File: src/rtl/cic_nr_pkg.sv
package cic_nr_pkg;

  localparam int unsigned FACTOR_W  = 8;
  localparam int unsigned MAX_STAGE = 32;

  typedef logic [MAX_STAGE*FACTOR_W-1:0] factor_list_t;

  // product of the first n factors of the list
  function automatic longint unsigned factor_product(factor_list_t f, int unsigned n);
    longint unsigned acc;
    acc = 1;
    for (int unsigned i = 0; i < n; i++) begin
      acc = acc * longint'(f[i*FACTOR_W +: FACTOR_W]);
    end
    return acc;
  endfunction

  // smallest b with 2**b >= n**k
  function automatic int unsigned growth_bits(longint unsigned n, int unsigned k);
    longint unsigned gain;
    longint unsigned pw;
    int unsigned     b;
    gain = 1;
    for (int unsigned i = 0; i < k; i++) gain = gain * n;
    pw = 1;
    b  = 0;
    while (pw < gain) begin
      pw = pw * 2;
      b  = b + 1;
    end
    return b;
  endfunction

endpackage

File: src/rtl/cic_nr_boxcar.sv
module cic_nr_boxcar #(
  parameter int unsigned LEN   = 2,
  parameter int unsigned WIDTH = 16
) (
  input  logic                    clk_i,
  input  logic                    rst_ni,
  input  logic                    en_i,
  input  logic signed [WIDTH-1:0] x_i,
  output logic                    vld_o,
  output logic signed [WIDTH-1:0] y_o
);

  localparam int unsigned TAPS = LEN - 1;

  logic signed [WIDTH-1:0] tap_q [TAPS];
  logic signed [WIDTH-1:0] tap_d [TAPS];
  logic signed [WIDTH-1:0] acc_q, acc_d;
  logic signed [WIDTH-1:0] win_sum;
  logic                    vld_q, vld_d;

  // window sum: current sample plus LEN-1 stored samples
  always_comb begin
    win_sum = x_i;
    for (int unsigned i = 0; i < TAPS; i++) begin
      win_sum = win_sum + tap_q[i];
    end
  end

  always_comb begin
    tap_d = tap_q;
    acc_d = acc_q;
    vld_d = en_i;
    if (en_i) begin
      tap_d[0] = x_i;
      for (int unsigned i = 1; i < TAPS; i++) begin
        tap_d[i] = tap_q[i-1];
      end
      acc_d = win_sum;
    end
  end

  always_ff @(posedge clk_i or negedge rst_ni) begin
    if (!rst_ni) begin
      for (int unsigned i = 0; i < TAPS; i++) tap_q[i] <= '0;
      acc_q <= '0;
      vld_q <= 1'b0;
    end else begin
      tap_q <= tap_d;
      acc_q <= acc_d;
      vld_q <= vld_d;
    end
  end

  assign vld_o = vld_q;
  assign y_o   = acc_q;

endmodule

File: src/rtl/cic_nr_stage.sv
module cic_nr_stage #(
  parameter int unsigned PRIME = 2,
  parameter int unsigned ORDER = 3,
  parameter int unsigned WIDTH = 16
) (
  input  logic                    clk_i,
  input  logic                    rst_ni,
  input  logic                    vld_i,
  input  logic signed [WIDTH-1:0] dat_i,
  output logic                    vld_o,
  output logic signed [WIDTH-1:0] dat_o
);

  localparam int unsigned CNT_W = (PRIME > 2) ? $clog2(PRIME) : 1;
  localparam logic [CNT_W-1:0] LAST_PH = CNT_W'(PRIME - 1);

  logic                    sec_vld [ORDER+1];
  logic signed [WIDTH-1:0] sec_dat [ORDER+1];

  assign sec_vld[0] = vld_i;
  assign sec_dat[0] = dat_i;

  for (genvar s = 0; s < ORDER; s++) begin : g_sec
    cic_nr_boxcar #(
      .LEN   (PRIME),
      .WIDTH (WIDTH)
    ) u_box (
      .clk_i (clk_i),
      .rst_ni(rst_ni),
      .en_i  (sec_vld[s]),
      .x_i   (sec_dat[s]),
      .vld_o (sec_vld[s+1]),
      .y_o   (sec_dat[s+1])
    );
  end

  // keep one filtered sample in PRIME: the one at phase PRIME-1
  logic [CNT_W-1:0] ph_q, ph_d;
  logic             at_last;

  assign at_last = (ph_q == LAST_PH);

  always_comb begin
    ph_d = ph_q;
    if (sec_vld[ORDER]) begin
      ph_d = at_last ? '0 : ph_q + 1'b1;
    end
  end

  always_ff @(posedge clk_i or negedge rst_ni) begin
    if (!rst_ni) ph_q <= '0;
    else         ph_q <= ph_d;
  end

  assign vld_o = sec_vld[ORDER] & at_last;
  assign dat_o = sec_dat[ORDER];

endmodule

File: src/rtl/cic_nr_decim.sv
module cic_nr_decim
  import cic_nr_pkg::*;
#(
  parameter int unsigned IN_W       = 12,
  parameter int unsigned ORDER      = 3,
  parameter int unsigned NUM_STAGES = 5,
  // stage 0 in the least significant byte
  parameter logic [NUM_STAGES*FACTOR_W-1:0] PRIMES = {8'd5, 8'd3, 8'd3, 8'd2, 8'd2},
  localparam longint unsigned TOTAL_DECIM = factor_product(factor_list_t'(PRIMES), NUM_STAGES),
  localparam int unsigned     OUT_W       = IN_W + growth_bits(TOTAL_DECIM, ORDER)
) (
  input  logic                   clk_i,
  input  logic                   rst_ni,
  input  logic                   in_valid_i,
  input  logic signed [IN_W-1:0] in_data_i,
  output logic                   out_valid_o,
  output logic signed [OUT_W-1:0] out_data_o
);

  localparam int unsigned LATENCY = NUM_STAGES * ORDER;

  // reset: asserted asynchronously, released on the clock
  logic [1:0] rst_sync_q;
  logic       rst_sync_n;

  always_ff @(posedge clk_i or negedge rst_ni) begin
    if (!rst_ni) rst_sync_q <= 2'b00;
    else         rst_sync_q <= {rst_sync_q[0], 1'b1};
  end

  assign rst_sync_n = rst_sync_q[1];

  logic                    chain_vld [NUM_STAGES+1];
  logic signed [OUT_W-1:0] chain_dat [NUM_STAGES+1];

  assign chain_vld[0] = in_valid_i;
  assign chain_dat[0] = OUT_W'(in_data_i);

  for (genvar g = 0; g < NUM_STAGES; g++) begin : g_stage
    cic_nr_stage #(
      .PRIME (int'(PRIMES[g*FACTOR_W +: FACTOR_W])),
      .ORDER (ORDER),
      .WIDTH (OUT_W)
    ) u_stage (
      .clk_i (clk_i),
      .rst_ni(rst_sync_n),
      .vld_i (chain_vld[g]),
      .dat_i (chain_dat[g]),
      .vld_o (chain_vld[g+1]),
      .dat_o (chain_dat[g+1])
    );
  end

  assign out_valid_o = chain_vld[NUM_STAGES];
  assign out_data_o  = chain_dat[NUM_STAGES];

endmodule

File: config.mk
export PLATFORM = sky130hd
export DESIGN_NAME = cic_nr_decim
export DESIGN_NICKNAME = d
export VERILOG_FILES = /design/src/rtl/cic_nr_pkg.sv /design/src/rtl/cic_nr_boxcar.sv /design/src/rtl/cic_nr_stage.sv /design/src/rtl/cic_nr_decim.sv
export SDC_FILE = /design/constraint.sdc
export NUM_CORES = 2
export LEC_CHECK = 0
export BUFFER_PORTS_ARGS = -buffer_cell sky130_fd_sc_hd__buf_2
export CORE_ASPECT_RATIO = 0.75
export CORE_MARGIN = 2
export CORE_UTILIZATION = 45
export DETAILED_ROUTE_END_ITERATION = 10
export MAX_ROUTING_LAYER = met4
export PLACE_DENSITY_LB_ADDON = 0.3
export SLEW_MARGIN = 0
export SYNTH_ARGS = -nofsm -noshare
export SYNTH_HDL_FRONTEND = slang
export SYNTH_SLANG_ARGS = --single-unit
File: constraint.sdc
create_clock -name clk_i -period 61.8 [get_ports clk_i]
set_input_delay 9.27 -clock clk_i [delete_from_list [all_inputs] [get_ports clk_i]]
set_output_delay 9.27 -clock clk_i [all_outputs]
set_load 0.01 [all_outputs]
# Word level (Yosys, flattened, before mapping)
# Cells that the tools add are included.
[word_totals]
reg_bits = 1578
word_cells = 114
[op_classes]
add_sub_neg = 35
n_eq_ne = 3
muxes = 5
bitwise = 5
[op_table]
columns = ["cell", "n"]
rows = [
  ["adder 35 bit", 29],
  ["adder 12 x 12 -> 13 bit", 1],
  ["bitwise AND 1 bit", 5],
  ["adder 2 x 1 -> 2 bit, second input constant", 2],
  ["equality test 2 bit, second input constant", 2],
  ["two-way mux 2 bit", 2],
  ["adder 3 x 1 -> 3 bit, second input constant", 1],
  ["equality test 3 bit, second input constant", 1],
  ["two-way mux 3 bit", 1],
  ["adder 1 bit, second input constant", 2],
  ["two-way mux 1 bit", 2],
]

# Depth between registers and ports, before layout
[depth]
word_depth = 4
depth_mapped = 19

# Hierarchy
# A second synthesis with hierarchy kept.
[hier_totals]
cells_unflattened = 9474
hier_area_um2 = 101559.9
[modules_own_cells]
columns = ["module", "n_inst", "cells_per_inst", "area_per_inst_um2", "seq_area_each_um2"]
rows = [
  ["cic_nr_boxcar at g_stage[0].u_stage.g_sec[0].u_box ...", 6, 473, 4764.6, 1776.7],
  ["cic_nr_boxcar at g_stage[4].u_stage.g_sec[0].u_box ...", 2, 1095, 11100.6, 4404.2],
  ["cic_nr_boxcar at g_stage[3].u_stage.g_sec[0].u_box ...", 3, 539, 6462.4, 2652.5],
  ["cic_nr_boxcar at g_stage[4].u_stage.g_sec[2].u_box", 1, 1126, 11305.8, 4404.2],
  ["cic_nr_boxcar at g_stage[2].u_stage.g_sec[2].u_box", 1, 581, 6633.9, 2652.5],
  ["cic_nr_boxcar at g_stage[2].u_stage.g_sec[0].u_box", 1, 542, 6553.8, 2652.5],
  ["cic_nr_boxcar at g_stage[2].u_stage.g_sec[1].u_box", 1, 540, 6416.2, 2652.5],
  ["cic_nr_stage at g_stage[2].u_stage ...", 2, 8, 87.6, 50.0],
  ["cic_nr_stage at g_stage[4].u_stage", 1, 15, 162.7, 75.1],
  ["cic_nr_stage at g_stage[0].u_stage ...", 2, 3, 41.3, 25.0],
  ["cic_nr_decim", 1, 3, 53.8, 50.0],
]

# Worst setup path before layout
# No wires, ideal clock.
[synth_path]
path_kind = "input port to flip-flop"
start = "in in_data_i[0]"
end = "reg g_stage[0].u_stage.g_sec[0].u_box.acc_q[33]"
t_arrival_ps = 11283
setup_slack_ps = 50380
cell_stages = 14
n_path_buf = 0
path_cell_list = "ha_1 > inv_1 > fa_1 > nor2b_1 > o21ai_1 > a21boi_0 > o21ai_1 > a21boi_1 > o21ai_0 > a21boi_1 > o21a_1 > o21ai_1 > a311oi_1 > a21oi_1"
[synth_between]
elab_chain_cells = 1
[synth_rtl]
columns = ["item", "line_no", "source"]
rows = [
  ["from (decl)", "cic_nr_decim.sv:15", "input logic signed [IN_W-1:0] in_data_i,"],
  ["adder 12 x 12 -> 13 bit", "cic_nr_boxcar.sv:25", "win_sum = win_sum + tap_q[i];"],
  ["to (signal assigned)", "cic_nr_boxcar.sv:45", "acc_q <= '0;"],
  ["to (signal assigned)", "cic_nr_boxcar.sv:49", "acc_q <= acc_d;"],
  ["to (decl)", "cic_nr_boxcar.sv:17", "logic signed [WIDTH-1:0] acc_q, acc_d;"],
]
# Every way passes these cells.
# A chain may end at the register's enable or synchronous reset.

# Worst setup path after layout
# Same ends and word-level chain as after synthesis.

==> key figures <==
Worst setup path
  – CP arrival: 11.75 ns
  – Crit. End Element: register
  – FF-to-FF Start: g_stage[4].u_stage.g_sec[1].u_box.tap_q[44]
  – CP Launch Type: primary input
  – CP required: around 62 ns
  – Worst Setup Path Type: primary input to register
  – Reg2reg setup slack: ~56 ns
  – Crit path capture: g_stage[0].u_stage.g_sec[0].u_box.y_o[33]
  – Worst r2r path cells: 18
  – R2R Path End: g_stage[4].u_stage.g_sec[1].u_box.y_o[31]
  – CP Launch Point: in_data_i[0]
  – CP max FO: 2

Synth
  – #FFs+latches synth: about 1500
  – Syn Inst Count: 8557
  – Asr flop ratio synth: 1.00
  – Yosys warns: 0
  – Synth area leaders: dfrtp_1 42%, fa_1 12%, mux2_2 10%
  – Seq/Total Area, Yosys: 0.422
  – Yosys top cell by area: dfrtp_1
  – Predominant post-synthesis flop cell: dfrtp_1
  – Unique masters post-synth: approximately 90
  – Post-Syn Area per Cell: 10.6 um^2
  – Post-synth EDFFs: 0
  – Synth Cell Area: 0.0909 mm^2
  – Synth top area share: 0.422
  – Syn_nets: between 9000 and 10000

GRT
  – First-pass GRT wire length: slightly above 300 mm
  – Largest net degree at the start of global routing: 157
  – Overall global routing resource usage: 0.182
  – Initial antenna violation count: 1
  – Gr ovfl total: 0
  – Vias in the first global route: 59892

Clock tree
  – Postcts setup bufs: 0
  – H-tree Lvls: 4
  – Inserted Clock Buffers: between 150 and 200
  – Clock insertion delay at the later pin of the skew report: approximately 0.83 ns
  – Clk buf depth: 4
  – Hold-fix buffers at CTS: 0
  – Resized Gates After CTS: 0
  – CTS sink count: between 1500 and 2000
  – Clock root cell: clkbuf_16
  – CTS tree: yes
  – CTS clock-pin slew for the worst setup and hold paths: around 0.060 ns

STA
  – Unrepaired setup endpoints after global routing: no
  – Skew final: roughly 0.070 ns
  – Actual slew at the worst max-slew pin: 1.19 ns
  – Period utilisation layout: 0.179
  – Final setup violation count: 0
  – Slew margin rel.: 0.185
  – Slew Limit Fails: 0
  – Maximum clock rate: ~90 MHz
  – Minimum clock period: approximately 11 ns
  – Setup TNS: 0 ns
  – Hold Fails Final Rpt: 0

Routing
  – Routed WL: approximately 180 mm
  – Via/cell ratio: around 5.2
  – First DRT Iteration DRCs: between 4000 and 5000
  – First-pass DRT Iterations: 6
  – Drt drc: 0
  – DRT antenna net count: 0
  – Total number of vias: slightly below 60000
  – Drt wl/cell: roughly 16 um

Place
  – I/O Buffers: 50
  – Detailed placer's ending HPWL: roughly 130 mm
  – Final GP Congestion: slightly below 0.9
  – DP Area: roughly 0.094 mm^2
  – Placed insts: 11026

Power and ir drop
  – Peak VDD IR: approximately 42 uV
  – Tot Pwr: between 5 and 6 mW
  – Cell Pwr Density: slightly above 50 mW/mm^2
  – Leakage power: slightly below 50 nW

Job
  – MaxCap Viol Count: 0

Cells and area
  – Final instance area: just under 0.1 mm^2
  – Share of cells above drive strength 1: 0.142
  – Non-filler cells, final: approximately 11000
  – NumNets Final: 9544
  – Area growth, synth to finish: 9.21%

Floorplan
  – Die ar.: between 0.2 and 0.25 mm^2
  – Floorplan row count: about 140
  – Die height: a little under 400 um
  – Core area: 0.200 mm^2
  – I/O pin count: between 50 and 60
  – Initial Utilization: 0.454
  – Die Width: around 520 um

Run status
  – Outcome: finished clean

Hold path
  – Hold Crit Class: register to register
==> worst max-delay path, cell delays in order <==
cell	delay [ns]
buf_2	0.09
ha_1	0.16
inv_1	0.06
fa_1	0.40
nor2b_1	0.14
o21ai_1	0.09
a21boi_0	0.25
o21ai_1	0.13
a21boi_1	0.20
o21ai_0	0.13
a21boi_1	0.25
o21a_1	0.17
o21ai_1	0.08
a311oi_1	0.26
a21oi_1	0.07
==> cells in the final DEF, fill, tap and decap left out, types with 20 or more instances in the layout <==
master        n
clkbuf_8     37
or3_1        21
nor3_1       66
nor2_1      217
buf_2        50
a31oi_1      38
a21o_1      221
nand3_1      84
clkbuf_1     29
o21ai_0     600
xnor2_1     277
mux2i_1      20
nand2_1     986
o31ai_1      26
dfrtp_1    1524
o211ai_1     21
clkinv_2     29
ha_1        466
nor2b_1      67
a211o_1      29
clkbuf_16   170
nand2b_1     64
a21oi_1     370
buf_4        48
o21bai_1     39
inv_1      1058
fa_1        529
and3_1       35
nand4_1      34
o21a_1       49
o21ai_1     158
xor2_1      149
a211oi_1     54
mux2_2      813
==> cells in the mapped netlist (12+ instances only) <==
master / instances
xor2_1: 149
a211o_1: 29
clkbuf_1: 239
a31oi_1: 38
a21oi_1: 370
mux2i_1: 20
fa_1: 529
nor3_1: 66
nor2_1: 217
xnor2_1: 277
inv_1: 1060
o21bai_1: 39
nand4_1: 34
buf_1: 17
o31a_1: 12
mux2_2: 813
and3_1: 35
ha_1: 466
nand2_1: 988
dfrtp_1: 1534
o21ai_0: 600
and2_1: 17
o31ai_1: 26
buf_4: 35
nor2b_1: 67
o211ai_1: 21
a21o_1: 221
nand3_1: 86
o21ai_1: 158
or3_1: 21
o21a_1: 49
a21boi_1: 14
nand2b_1: 64
a211oi_1: 54
==> cell families (layout without fill, tap and decap cells) <==
kind of cell / count (synthesis) / after routing / synth area share
XOR/XNOR: 426 / 426 / 0.0410
adder cells (fa/ha/maj): 995 / 995 / 0.181
AND/OR/NAND/NOR: 1652 / 1652 / 0.0793
multiplexers: 834 / 834 / 0.103
flip-flops: 1534 / 1534 / 0.422
buffers and inverters: 1359 / 1456 / 0.0576
other: 1 / 5 / 0.0000412
AO/OA/AOI/OAI: 1756 / 1756 / 0.116
==> worst min path at each step <==
stage,startpoint,cells after the start,to
after floorplan,rst_sync_q[0],0,rst_sync_q[1]
after global placement,rst_sync_q[0],0,rst_sync_q[1]
after detailed placement,rst_sync_q[0],0,rst_sync_q[1]
after CTS,rst_sync_q[0],0,rst_sync_q[1]
after global routing,rst_sync_q[0],0,rst_sync_q[1]
final,rst_sync_q[0],0,rst_sync_q[1]
==> power by group <==
group | switching (mW) | internal (mW)
clock network | 0.420 | 0.608
registers | 0.230 | 1.27
logic | 1.42 | 1.15
total | 2.07 | 3.03
==> registers in the layout, indices dropped and copies added, names as in the netlist <==
name / cells
g_stage.u_stage.ph_q: 7
g_stage.u_stage.g_sec.u_box.vld_o: 15
rst_sync_q: 2
g_stage.u_stage.g_sec.u_box.tap_q: 1005
g_stage.u_stage.g_sec.u_box.y_o: 503
g_stage.u_stage.at_last: 2
==> metrics by stage <==
stage	utilization	setup slack [ns]	hold WS (ns)
CTS	0.496	50.74	0.356
detailed placement	0.468	49.93	0.342
floorplan	-	15.87	0.331
finish	0.496	50.71	0.350
global placement	0.468	49.88	0.343
global route	0.496	50.47	0.377
==> routing by layer <==
layer	vias to the layer above	track usage	wire length, um
li1	28526	-	-
met1	29284	0.283	93000
met2	968	0.243	70500
met3	225	0.0391	10600
met4	0	0.0321	2800
met5	-	-	0
==> final cells by class <==
type,instances,area [um^2]
antenna,4,10.0
clock buffer,236,4870
inverter,1065,4000
sequential,1534,38400
fill,17799,101000
multi-input combinational,5664,47400
clock inverter,56,698
tap,2664,3330
timing repair buffer,99,631
(Power assumes the default switching activity.)
